## src/rtl/wmac_pkg.sv

```systemverilog
// Shared types of the wake-up link controller.
// Assumes: one state register that drives the power enables of all radios.
package wmac_pkg;
    typedef enum logic [2:0] {
        ST_SLEEP,
        ST_LISTEN,
        ST_ACK,
        ST_RXDATA,
        ST_BCN_TX,
        ST_BCN_WAIT,
        ST_TX_GO,
        ST_TX_DATA
    } wmac_state_e;
endpackage

```

## src/rtl/wmac_phase_timer.sv

```systemverilog
// Counts the cycles spent in the current phase and reports when the phase
// has lasted `limit` cycles (a limit of 0 behaves as 1).
// Assumes: `restart` is high on the edge where the phase changes.
module wmac_phase_timer #(
    parameter int TMR_W = 16
) (
    input  logic             clk,
    input  logic             rst_n,
    input  logic             restart,
    input  logic [TMR_W-1:0] limit,
    output logic             expired
);
    localparam logic [TMR_W-1:0] CNT_MAX = '1;

    logic [TMR_W-1:0] cnt;

    // Cycle counter: cleared on phase change, saturates at its maximum.
    always_ff @(posedge clk) begin
        if (!rst_n) begin
            cnt <= '0;
        end else if (restart) begin
            cnt <= '0;
        end else if (cnt != CNT_MAX) begin
            cnt <= cnt + 1'b1;
        end
    end

    // The current cycle is the last of the phase.
    always_comb begin
        expired = (({1'b0, cnt} + 1'b1) >= {1'b0, limit});
    end
endmodule

```

## src/rtl/wmac_retry_ctr.sv

```systemverilog
// Counts the beacons sent for the current packet and flags when the budget
// is spent (a budget of 0 behaves as 1).
// Assumes: `clr` holds while idle, `inc` pulses once per beacon.
module wmac_retry_ctr #(
    parameter int RETRY_W = 4
) (
    input  logic               clk,
    input  logic               rst_n,
    input  logic               clr,
    input  logic               inc,
    input  logic [RETRY_W-1:0] limit,
    output logic               exhausted
);
    localparam logic [RETRY_W-1:0] ONE     = RETRY_W'(1);
    localparam logic [RETRY_W-1:0] CNT_MAX = '1;

    logic [RETRY_W-1:0] sent;
    logic [RETRY_W-1:0] budget;

    // Beacon counter with saturation.
    always_ff @(posedge clk) begin
        if (!rst_n) begin
            sent <= '0;
        end else if (clr) begin
            sent <= '0;
        end else if (inc && sent != CNT_MAX) begin
            sent <= sent + 1'b1;
        end
    end

    // Budget of at least one beacon; compare against beacons sent.
    always_comb begin
        budget    = (limit == '0) ? ONE : limit;
        exhausted = (sent >= budget);
    end
endmodule

```

## src/rtl/wmac_addr_match.sv

```systemverilog
// Address filter: flags a received strobe whose address equals a reference,
// but only while the filter is enabled.
// Assumes: strobe and address are valid in the same cycle.
module wmac_addr_match #(
    parameter int ADDR_W = 8
) (
    input  logic              enable,
    input  logic              strobe,
    input  logic [ADDR_W-1:0] addr,
    input  logic [ADDR_W-1:0] ref_addr,
    output logic              hit
);
    // Qualified compare.
    always_comb begin
        hit = enable && strobe && (addr == ref_addr);
    end
endmodule

```

## src/rtl/wmac_fsm.sv

```systemverilog
// Phase sequencer of the wake-up link controller: sleep/listen cycling,
// beacon answer and data reception, beacon retries and data sending.
// Assumes: phase timer and retry counter live outside; their inputs are
// combinational views of registered counts.
module wmac_fsm
    import wmac_pkg::*;
#(
    parameter int ADDR_W  = 8,
    parameter int TMR_W   = 16
) (
    input  logic              clk,
    input  logic              rst_n,
    input  logic [TMR_W-1:0]  cfg_sleep_cycles,
    input  logic [TMR_W-1:0]  cfg_listen_cycles,
    input  logic [TMR_W-1:0]  cfg_beacon_period,
    input  logic [TMR_W-1:0]  cfg_data_timeout,
    input  logic              tx_req,
    input  logic [ADDR_W-1:0] tx_dst,
    input  logic              tx_data_done,
    input  logic              rx_data_end,
    input  logic              bcn_hit,
    input  logic [ADDR_W-1:0] bcn_rx_src,
    input  logic              ack_hit,
    input  logic              phase_expired,
    input  logic              retry_exhausted,
    output wmac_state_e       state,
    output logic              phase_restart,
    output logic [TMR_W-1:0]  phase_limit,
    output logic              retry_clr,
    output logic              retry_inc,
    output logic [ADDR_W-1:0] target_addr,
    output logic [ADDR_W-1:0] peer_addr,
    output logic              fail_flag
);
    wmac_state_e state_nxt;
    logic        give_up;

    // Next phase from the current phase and the events of this cycle.
    always_comb begin
        state_nxt = state;
        give_up   = 1'b0;
        unique case (state)
            ST_SLEEP: begin
                if (tx_req)             state_nxt = ST_BCN_TX;
                else if (phase_expired) state_nxt = ST_LISTEN;
            end
            ST_LISTEN: begin
                if (bcn_hit)            state_nxt = ST_ACK;
                else if (phase_expired) state_nxt = ST_SLEEP;
            end
            ST_ACK:      state_nxt = ST_RXDATA;
            ST_RXDATA: begin
                if (rx_data_end || phase_expired) state_nxt = ST_SLEEP;
            end
            ST_BCN_TX:   state_nxt = ST_BCN_WAIT;
            ST_BCN_WAIT: begin
                if (ack_hit) begin
                    state_nxt = ST_TX_GO;
                end else if (phase_expired) begin
                    if (retry_exhausted) begin
                        state_nxt = ST_SLEEP;
                        give_up   = 1'b1;
                    end else begin
                        state_nxt = ST_BCN_TX;
                    end
                end
            end
            ST_TX_GO:    state_nxt = ST_TX_DATA;
            ST_TX_DATA: begin
                if (tx_data_done) state_nxt = ST_SLEEP;
            end
            default:     state_nxt = ST_SLEEP;
        endcase
    end

    // Phase length that applies to the current phase.
    always_comb begin
        unique case (state)
            ST_SLEEP:    phase_limit = cfg_sleep_cycles;
            ST_LISTEN:   phase_limit = cfg_listen_cycles;
            ST_RXDATA:   phase_limit = cfg_data_timeout;
            ST_BCN_WAIT: phase_limit = cfg_beacon_period;
            default:     phase_limit = '0;
        endcase
    end

    // Controls for the timer and the beacon counter.
    always_comb begin
        phase_restart = (state_nxt != state);
        retry_clr     = (state == ST_SLEEP);
        retry_inc     = (state == ST_BCN_TX);
    end

    // Phase register.
    always_ff @(posedge clk) begin
        if (!rst_n) state <= ST_SLEEP;
        else        state <= state_nxt;
    end

    // Captures the beacon target when a send starts.
    always_ff @(posedge clk) begin
        if (!rst_n)                                          target_addr <= '0;
        else if (state == ST_SLEEP && state_nxt == ST_BCN_TX) target_addr <= tx_dst;
    end

    // Captures the beacon sender that is to be acknowledged.
    always_ff @(posedge clk) begin
        if (!rst_n)                                        peer_addr <= '0;
        else if (state == ST_LISTEN && state_nxt == ST_ACK) peer_addr <= bcn_rx_src;
    end

    // One-cycle failure flag after the last unanswered beacon.
    always_ff @(posedge clk) begin
        if (!rst_n) fail_flag <= 1'b0;
        else        fail_flag <= give_up;
    end
endmodule

```

## src/rtl/wakeup_mac_ctrl.sv

```systemverilog
// Top of the duty-cycled wake-up link controller. Connects the sequencer,
// the phase timer, the beacon retry counter and two address filters, and
// decodes the radio enables and strobes from the phase.
// Assumes: all inputs synchronous to clk; own_addr is static while running.
module wakeup_mac_ctrl
    import wmac_pkg::*;
#(
    parameter int ADDR_W  = 8,
    parameter int TMR_W   = 16,
    parameter int RETRY_W = 4
) (
    input  logic               clk,
    input  logic               rst_n,
    input  logic [ADDR_W-1:0]  own_addr,
    input  logic [TMR_W-1:0]   cfg_sleep_cycles,
    input  logic [TMR_W-1:0]   cfg_listen_cycles,
    input  logic [TMR_W-1:0]   cfg_beacon_period,
    input  logic [TMR_W-1:0]   cfg_data_timeout,
    input  logic [RETRY_W-1:0] cfg_max_beacons,
    input  logic               tx_req,
    input  logic [ADDR_W-1:0]  tx_dst,
    input  logic               tx_data_done,
    input  logic               ack_rx_valid,
    input  logic [ADDR_W-1:0]  ack_rx_src,
    input  logic               bcn_rx_valid,
    input  logic [ADDR_W-1:0]  bcn_rx_src,
    input  logic [ADDR_W-1:0]  bcn_rx_dst,
    input  logic               rx_data_end,
    output logic               wrx_en,
    output logic               mrx_en,
    output logic               tx_en,
    output logic               bcn_send,
    output logic [ADDR_W-1:0]  bcn_src,
    output logic [ADDR_W-1:0]  bcn_dst,
    output logic               ack_send,
    output logic [ADDR_W-1:0]  ack_dst,
    output logic               data_go,
    output logic               tx_fail
);
    wmac_state_e       state;
    logic              phase_restart;
    logic [TMR_W-1:0]  phase_limit;
    logic              phase_expired;
    logic              retry_clr;
    logic              retry_inc;
    logic              retry_exhausted;
    logic              bcn_hit;
    logic              ack_hit;
    logic [ADDR_W-1:0] target_addr;
    logic [ADDR_W-1:0] peer_addr;
    logic              fail_flag;

    wmac_addr_match #(.ADDR_W(ADDR_W)) u_bcn_filter (
        .enable   (state == ST_LISTEN),
        .strobe   (bcn_rx_valid),
        .addr     (bcn_rx_dst),
        .ref_addr (own_addr),
        .hit      (bcn_hit)
    );

    wmac_addr_match #(.ADDR_W(ADDR_W)) u_ack_filter (
        .enable   (state == ST_BCN_WAIT),
        .strobe   (ack_rx_valid),
        .addr     (ack_rx_src),
        .ref_addr (target_addr),
        .hit      (ack_hit)
    );

    wmac_phase_timer #(.TMR_W(TMR_W)) u_timer (
        .clk     (clk),
        .rst_n   (rst_n),
        .restart (phase_restart),
        .limit   (phase_limit),
        .expired (phase_expired)
    );

    wmac_retry_ctr #(.RETRY_W(RETRY_W)) u_retry (
        .clk       (clk),
        .rst_n     (rst_n),
        .clr       (retry_clr),
        .inc       (retry_inc),
        .limit     (cfg_max_beacons),
        .exhausted (retry_exhausted)
    );

    wmac_fsm #(.ADDR_W(ADDR_W), .TMR_W(TMR_W)) u_fsm (
        .clk               (clk),
        .rst_n             (rst_n),
        .cfg_sleep_cycles  (cfg_sleep_cycles),
        .cfg_listen_cycles (cfg_listen_cycles),
        .cfg_beacon_period (cfg_beacon_period),
        .cfg_data_timeout  (cfg_data_timeout),
        .tx_req            (tx_req),
        .tx_dst            (tx_dst),
        .tx_data_done      (tx_data_done),
        .rx_data_end       (rx_data_end),
        .bcn_hit           (bcn_hit),
        .bcn_rx_src        (bcn_rx_src),
        .ack_hit           (ack_hit),
        .phase_expired     (phase_expired),
        .retry_exhausted   (retry_exhausted),
        .state             (state),
        .phase_restart     (phase_restart),
        .phase_limit       (phase_limit),
        .retry_clr         (retry_clr),
        .retry_inc         (retry_inc),
        .target_addr       (target_addr),
        .peer_addr         (peer_addr),
        .fail_flag         (fail_flag)
    );

    // Radio enables and strobes decoded from the phase.
    always_comb begin
        wrx_en   = (state == ST_LISTEN) || (state == ST_BCN_WAIT);
        mrx_en   = (state == ST_RXDATA);
        tx_en    = (state == ST_ACK) || (state == ST_BCN_TX) ||
                   (state == ST_TX_GO) || (state == ST_TX_DATA);
        bcn_send = (state == ST_BCN_TX);
        ack_send = (state == ST_ACK);
        data_go  = (state == ST_TX_GO);
        bcn_src  = own_addr;
        bcn_dst  = target_addr;
        ack_dst  = peer_addr;
        tx_fail  = fail_flag;
    end
endmodule

```

## config.mk

```make
export PLATFORM = sky130hd
export DESIGN_NAME = wakeup_mac_ctrl
export DESIGN_NICKNAME = d
export VERILOG_FILES = /design/src/rtl/wmac_pkg.sv /design/src/rtl/wmac_phase_timer.sv /design/src/rtl/wmac_retry_ctr.sv /design/src/rtl/wmac_addr_match.sv /design/src/rtl/wmac_fsm.sv /design/src/rtl/wakeup_mac_ctrl.sv
export SDC_FILE = /design/constraint.sdc
export NUM_CORES = 1
export LEC_CHECK = 0
export BUFFER_PORTS_ARGS = -buffer_cell sky130_fd_sc_hd__buf_2
export CAP_MARGIN = 20
export CORE_MARGIN = 5
export CORE_UTILIZATION = 42
export DETAILED_ROUTE_END_ITERATION = 16
export HOLD_SLACK_MARGIN = 0.15
export PLACE_DENSITY = 0.77
export SLEW_MARGIN = 20
export SYNTH_ARGS = -nofsm -noshare
export SYNTH_HDL_FRONTEND = slang
export SYNTH_SLANG_ARGS = --single-unit
```

## constraint.sdc

```tcl
create_clock -name clk -period 3.4 [get_ports clk]
set_input_delay 0.17 -clock clk [delete_from_list [all_inputs] [get_ports clk]]
set_output_delay 0.17 -clock clk [all_outputs]
set_load 0.02 [all_outputs]
```

Yosys cells after proc, flatten, opt, wreduce, memory -nomap -nowiden
Index checks and enable logic that the tools add are counted.
- register bits after elaboration: 40
- input port bits: 115
- output and inout port bits: 31
- word-level logic and storage cells: 58
- add/sub/neg operators: 3
- magnitude comparators: 2
- eq/ne operators: 14
- multiplexer cells: 13
- bitwise logic cells: 3
- reductions and logical operators: 17
- operators by type and width (kind ; number):
    $pmux 16 s4 ; 1
    $mux 3 ; 9
    $pmux 3 s8 ; 1
    $add 16x1->17 const B ; 1
    $ge 17x16->1 ; 1
    $add 16x1->16 const B ; 1
    $eq 8x8->1 ; 2
    $ne 16x16->1 const B ; 1
    $eq 3x3->1 const B ; 5
    $eq 3x2->1 const B ; 3
    $logic_and 1x1->1 ; 7
    $logic_or 1x1->1 ; 5
    $add 4x1->4 const B ; 1
    $ge 4x4->1 ; 1
    $logic_not 4->1 ; 1
    $mux 4 ; 1
    $ne 4x4->1 const B ; 1
    $reduce_or 2->1 ; 2
    $reduce_or 4->1 ; 1
    $eq 3x1->1 const B ; 1
    $logic_not 3->1 ; 1
    $ne 3x3->1 ; 1
    $not 1->1 ; 3
    $mux 1 ; 1

Longest topological paths before layout
- word-level depth: 9
- gate-level depth with buffers: 17
- depth with buffers taken out: 13

Hierarchy
A second synthesis with hierarchy kept.
- cells, all modules: 374
- area, all modules: 3026.7 µm²
- modules (own cells, without submodules) (module ; instances ; cells an instance ; area each (µm²) ; seq. area each (µm²)):
    wmac_fsm ; 1 ; 147 ; 1228.7 ; 400.4
    wmac_phase_timer ; 1 ; 148 ; 1187.4 ; 320.3
    wmac_retry_ctr ; 1 ; 36 ; 286.5 ; 80.1
    wmac_addr_match ; 2 ; 12 ; 96.3 ; 0.0
    wakeup_mac_ctrl ; 1 ; 19 ; 131.4 ; 0.0

Least setup slack after synthesis
Ideal clock, no wire load.
- path kind: flip-flop to flip-flop
- from: register u_fsm.state[0]
- to: register u_timer.cnt[10]
- library setup time: 0.112 ns
- arrival: 3.345 ns
- required time: 3.288 ns
- path slack: -0.057 ns
- stages on the path, launching flop included: 15
- buffers on the path: 3
- clock period less this slack: 3.457 ns
- cell sequence: dfxtp_1 -> clkbuf_1 -> nand2_1 -> nor2_1 -> clkbuf_1 -> a22o_1 -> a221oi_1 -> ha_1 -> nand3_1 -> or3_1 -> a311oi_1 -> nor3_2 -> o211ai_2 -> buf_6 -> nor2_1
- longest elaborated chain between the ends: 8
- elaborated cells between the ends (all ways): 26
- classes of those cells: order compare (1); eq/ne (8); mux (10); reduce/logical (7)
- ends and longest elaborated chain (element ; RTL line ; source):
    start: declaration ; wmac_fsm.sv:26 ; output wmac_state_e state,
    start signal: assignment ; wmac_fsm.sv:97 ; else state <= state_nxt;
    $eq 3x2->1 (*) ; -- ;
    named net mrx_en ; wakeup_mac_ctrl.sv:30 ; output logic mrx_en,
    $pmux 16 s4 ; wmac_fsm.sv:78 ; unique case (state)
    $ge 17x16->1 ; wmac_phase_timer.sv:30 ; expired = (({1'b0, cnt} + 1'b1) >= {1'b0, limit});
    $mux 3, or another cell as far along ; wmac_fsm.sv:59 ; end else if (phase_expired) begin
    $mux 3, on equally long branches ; -- ;
    $pmux 3 s8 (*) ; wmac_fsm.sv:42 ; unique case (state)
    $ne 3x3->1 (*) ; wmac_fsm.sv:89 ; phase_restart = (state_nxt != state);
    $reduce_or 2->1 (no source line) (*) ; -- ;
    end signal: assignment ; wmac_phase_timer.sv:24 ; cnt <= cnt + 1'b1;
    end: declaration ; wmac_phase_timer.sv:15 ; logic [TMR_W-1:0] cnt;
Mark *: on every way through the listed nets, which the timed path passes. The rest lies on a longest branch.
A chain may end at the register's enable or synchronous reset.

Final worst setup path
- from: register u_fsm.state[1]
- to: register u_fsm.state[0]
- longest elaborated chain between the ends: 6
- elaborated cells between the ends (all ways): 23
- classes of those cells: order compare (1); eq/ne (7); mux (9); reduce/logical (6)
- ends and longest elaborated chain (element ; RTL line):
    $eq 3x3->1, or another cell as far along ; wmac_fsm.sv:42, wmac_fsm.sv:78, wakeup_mac_ctrl.sv:62
    $pmux 16 s4 ; wmac_fsm.sv:78
    $ge 17x16->1 ; wmac_phase_timer.sv:30
    $mux 3, or another cell as far along ; wmac_fsm.sv:59
    $mux 3, on equally long branches ; --
    $pmux 3 s8 (*) ; wmac_fsm.sv:42
Mark *: on every way between the ends. The rest lies on a longest branch, timed or not.

==> metrics.md <==
| Metric | Value |
|---|---|
| Clk_lat worst skew | `290 ps` |
| Setup ws final | `174 ps` |
| CP Buf/Inv Count | `2` |
| Max-slew violations | `0` |
| Crit path time final | `3230 ps` |
| Post-synth ARST share | `0%` |
| CP Capture Type | `flop` |
| Post-synthesis sequential area ratio | `27.5%` |
| Initial drt markers | `149` |
| Largest net degree at the start of global routing | `20` |
| Clock sinks | `40` |
| Unrepaired setup endpoints after global routing | `false` |
| Drt wl/cell | `15.1 um` |
| Grt ovf | `0` |
| Die ar. | `8710 um2` |
| Most frequent cells in the layout | `145 x buf_2, 53 x nor2_1, 40 x dfxtp_1` |
| IO buf count | `145` |
| Worst slew pin tran | `527 ps` |
| Dpl hpwl | `7220 um` |
| Initial antenna violation count | `0` |
| Crit-path leading delay family | `simple AND/OR/NAND/NOR gates` |
| Post-CTS Setup Inserts | `0` |
| Via count | `3181` |
| DRT Pass-1 Iters | `5` |
| Startpoint types | `flop` |
| Initial cell density of the core | `43.1%` |
| YS warnings | `0` |
| Outcome | `completed` |
| Clk_skew | `6.18 ps` |
| Endpoints failing hold | `0` |
| FILL cells | `569` |
| Most Frequent Cell on Critical Path | `or3_1` |
| # rows | `30` |
| WP data arrival | `3400 ps` |
| Area added between synthesis and finish | `35.4%` |
| Synth cell types | `52` |
| Max-cap violations | `0` |
| Via-to-Cell Ratio | `5.36` |
| Critical Path RT | `3570 ps` |
| Die Y | `93.3 um` |
| Clock transition at path regs | `80 ps` |
| Worst path slowest cell | `or3_1` |
| Post-Route Setup TNS | `0 ps` |
| Fmax | `0.310 GHz` |
| Ant. Diodes | `0` |
| Synthesized flop and latch total | `40` |
| Multi-input logic area | `1960 um2` |
| # nets final | `650` |
| Fin Hold WS | `150 ps` |
| Post-synth EDFFs | `0` |
| TritonCTS buffer count | `5` |
| Drc violations | `0` |
| Cell Pwr Density | `368 nW/um2` |
| Antenna Nets Post-Route | `0` |
| Die width | `93.3 um` |
| Layout Cells excl Fill | `594` |
| Critical path class | `flop to flop` |
| Reg area | `801 um2` |
| Worst vdd ir | `0.000318 V` |
| CP max FO | `17` |
| GPL Wtd Cong | `0.903` |
| Vias in the first global route | `3150` |
| First-pass GRT wire length | `14500 um` |
| GRT Util Overall | `20.4%` |
| IO Pins | `146` |
| Gate Count Post-Synth | `358` |
| Core ar. | `6760 um2` |
| Placed cell count | `571` |
| Min-delay worst type | `primary input to flop` |
| Syn_nets | `495` |
| Syn Area/Cell | `8.14 um2` |
| Relative slew slack | `64.7%` |
| H-tree level count | `2` |
| Drt total wl | `8970 um` |
| Leak | `1.88 nW` |
| Slowest stage delay, CP | `430 ps` |
| Netlist Area Pre-Place | `2920 um2` |
| Period utilization | `94.9%` |
| Max clock buf depth | `2` |
| Setup violators final | `0` |
| Synth Flop Type | `dfxtp_1` |
| Share of layout cells above drive strength 1 | `34.6%` |
| DP Worst Slack | `70.3 ps` |
| CTS tree | `yes` |
| CP cell instances | `inv_2 -> nand2_1 -> inv_1 -> and2_2 -> a22o_1 -> a221oi_1 -> ha_1 -> nand3_1 -> or3_1 -> a311oi_2 -> nor3_2 -> or3_1 -> o311a_1` |
| Most common cell after layout, fill and taps aside | `buf_2` |
| Root buffer cell | `clkbuf_8` |
==> synth_stat cells, types with 3 or more instances <==
| library cell | n | area (um2) |
|---|---|---|
| a21oi_1 | 22 | 110 |
| ha_1 | 22 | 275 |
| nor4_1 | 4 | 25.0 |
| dfxtp_1 | 40 | 801 |
| xnor2_1 | 20 | 175 |
| nand2_1 | 37 | 139 |
| nand3_1 | 7 | 35.0 |
| and2_1 | 3 | 18.8 |
| or3_1 | 3 | 18.8 |
| xor2_1 | 14 | 123 |
| nor2_1 | 54 | 203 |
| buf_2 | 3 | 15.0 |
| mux2i_1 | 9 | 90.1 |
| a21o_1 | 5 | 37.5 |
| nand4_1 | 8 | 50.1 |
| inv_1 | 9 | 33.8 |
| buf_4 | 9 | 67.6 |
| and3_1 | 5 | 31.3 |
| a22o_1 | 16 | 140 |
| a221oi_1 | 15 | 131 |
| clkbuf_1 | 7 | 26.3 |
| nor3_1 | 5 | 25.0 |
| nand2b_1 | 4 | 25.0 |
==> timing repair <==
item | in CTS | in global routing
hold buffers | 15 | 0
hold endpoints to repair | 15 | 0
setup endpoints to repair | 0 | 20
gates resized for setup | 0 | 4
==> sequential cells by signal, indices dropped and copies added, names as in the netlist <==
signal	flops
u_fsm.peer_addr	8
u_retry.sent	4
u_fsm.target_addr	8
u_fsm.fail_flag	1
u_fsm.state	3
u_timer.cnt	16
==> where the power goes <==
group / switching, mW / total [mW] / internal [mW]
Clock: 0.160 / 0.321 / 0.162
Sequential: 0.0253 / 0.518 / 0.493
Combinational: 0.336 / 0.613 / 0.277
==> final timing paths <==
check	cells after the start	to	slack [ps]	start
max	13	u_fsm.state[0]$_SDFF_PN0_	170	u_fsm.state[1]$_SDFF_PN0_
min	3	u_fsm.peer_addr[2]$_SDFFE_PN0P_	150	bcn_rx_src[2]
max reg2reg	13	u_fsm.state[0]$_SDFF_PN0_	170	u_fsm.state[1]$_SDFF_PN0_
min reg2reg	2	u_fsm.target_addr[3]$_SDFFE_PN0P_	490	u_fsm.target_addr[3]$_SDFFE_PN0P_
==> worst reg2reg max path, delay by kind of cell (launching register included) <==
kind	cells	cell delay, ps
AND/OR/NAND/NOR	6	1450
AO/OA/AOI/OAI	4	970
flip-flops	1	350
adder cells (fa/ha/maj)	1	210
buffers and inverters	2	150
==> final cells by class <==
cell class                      count  area share (%)
Multi-Input combinational cell    285            49.7
Timing Repair Buffer              170            24.1
Sequential cell                    40            20.3
Tap cell                           80            2.54
Clock buffer                        6            2.09
Inverter                           11            1.05
Clock inverter                      2           0.254
==> metal layers <==
metal / track usage [%] / share of wire (%)
met1: 24.7 / 40
met4: 5.37 / 1.7
met2: 35.7 / 51
met5: 0 / 0
met3: 5.15 / 7.5
==> per-stage QoR <==
stage | total power, mW | utilization [%] | cell area, um2
after floorplan | 0.934 | - | 2920
after global placement | 1.10 | 54.6 | 3690
after detailed placement | 1.12 | 54.6 | 3690
after CTS | 1.45 | 58.2 | 3930
after global routing | 1.55 | 58.4 | 3950
final | 1.45 | 58.4 | 3950
==> cell families (layout without fill, tap and decap cells) <==
family,count (synthesis),after routing,share of synthesized area (%)
flops,40,40,27.5
mux,9,9,3.09
compound gates,75,75,19.2
fa+ha+maj,22,22,9.44
simple gates,145,145,24.5
buf+inv,33,189,6.05
xor+xnor,34,34,10.2
(Power assumes the default switching activity.)
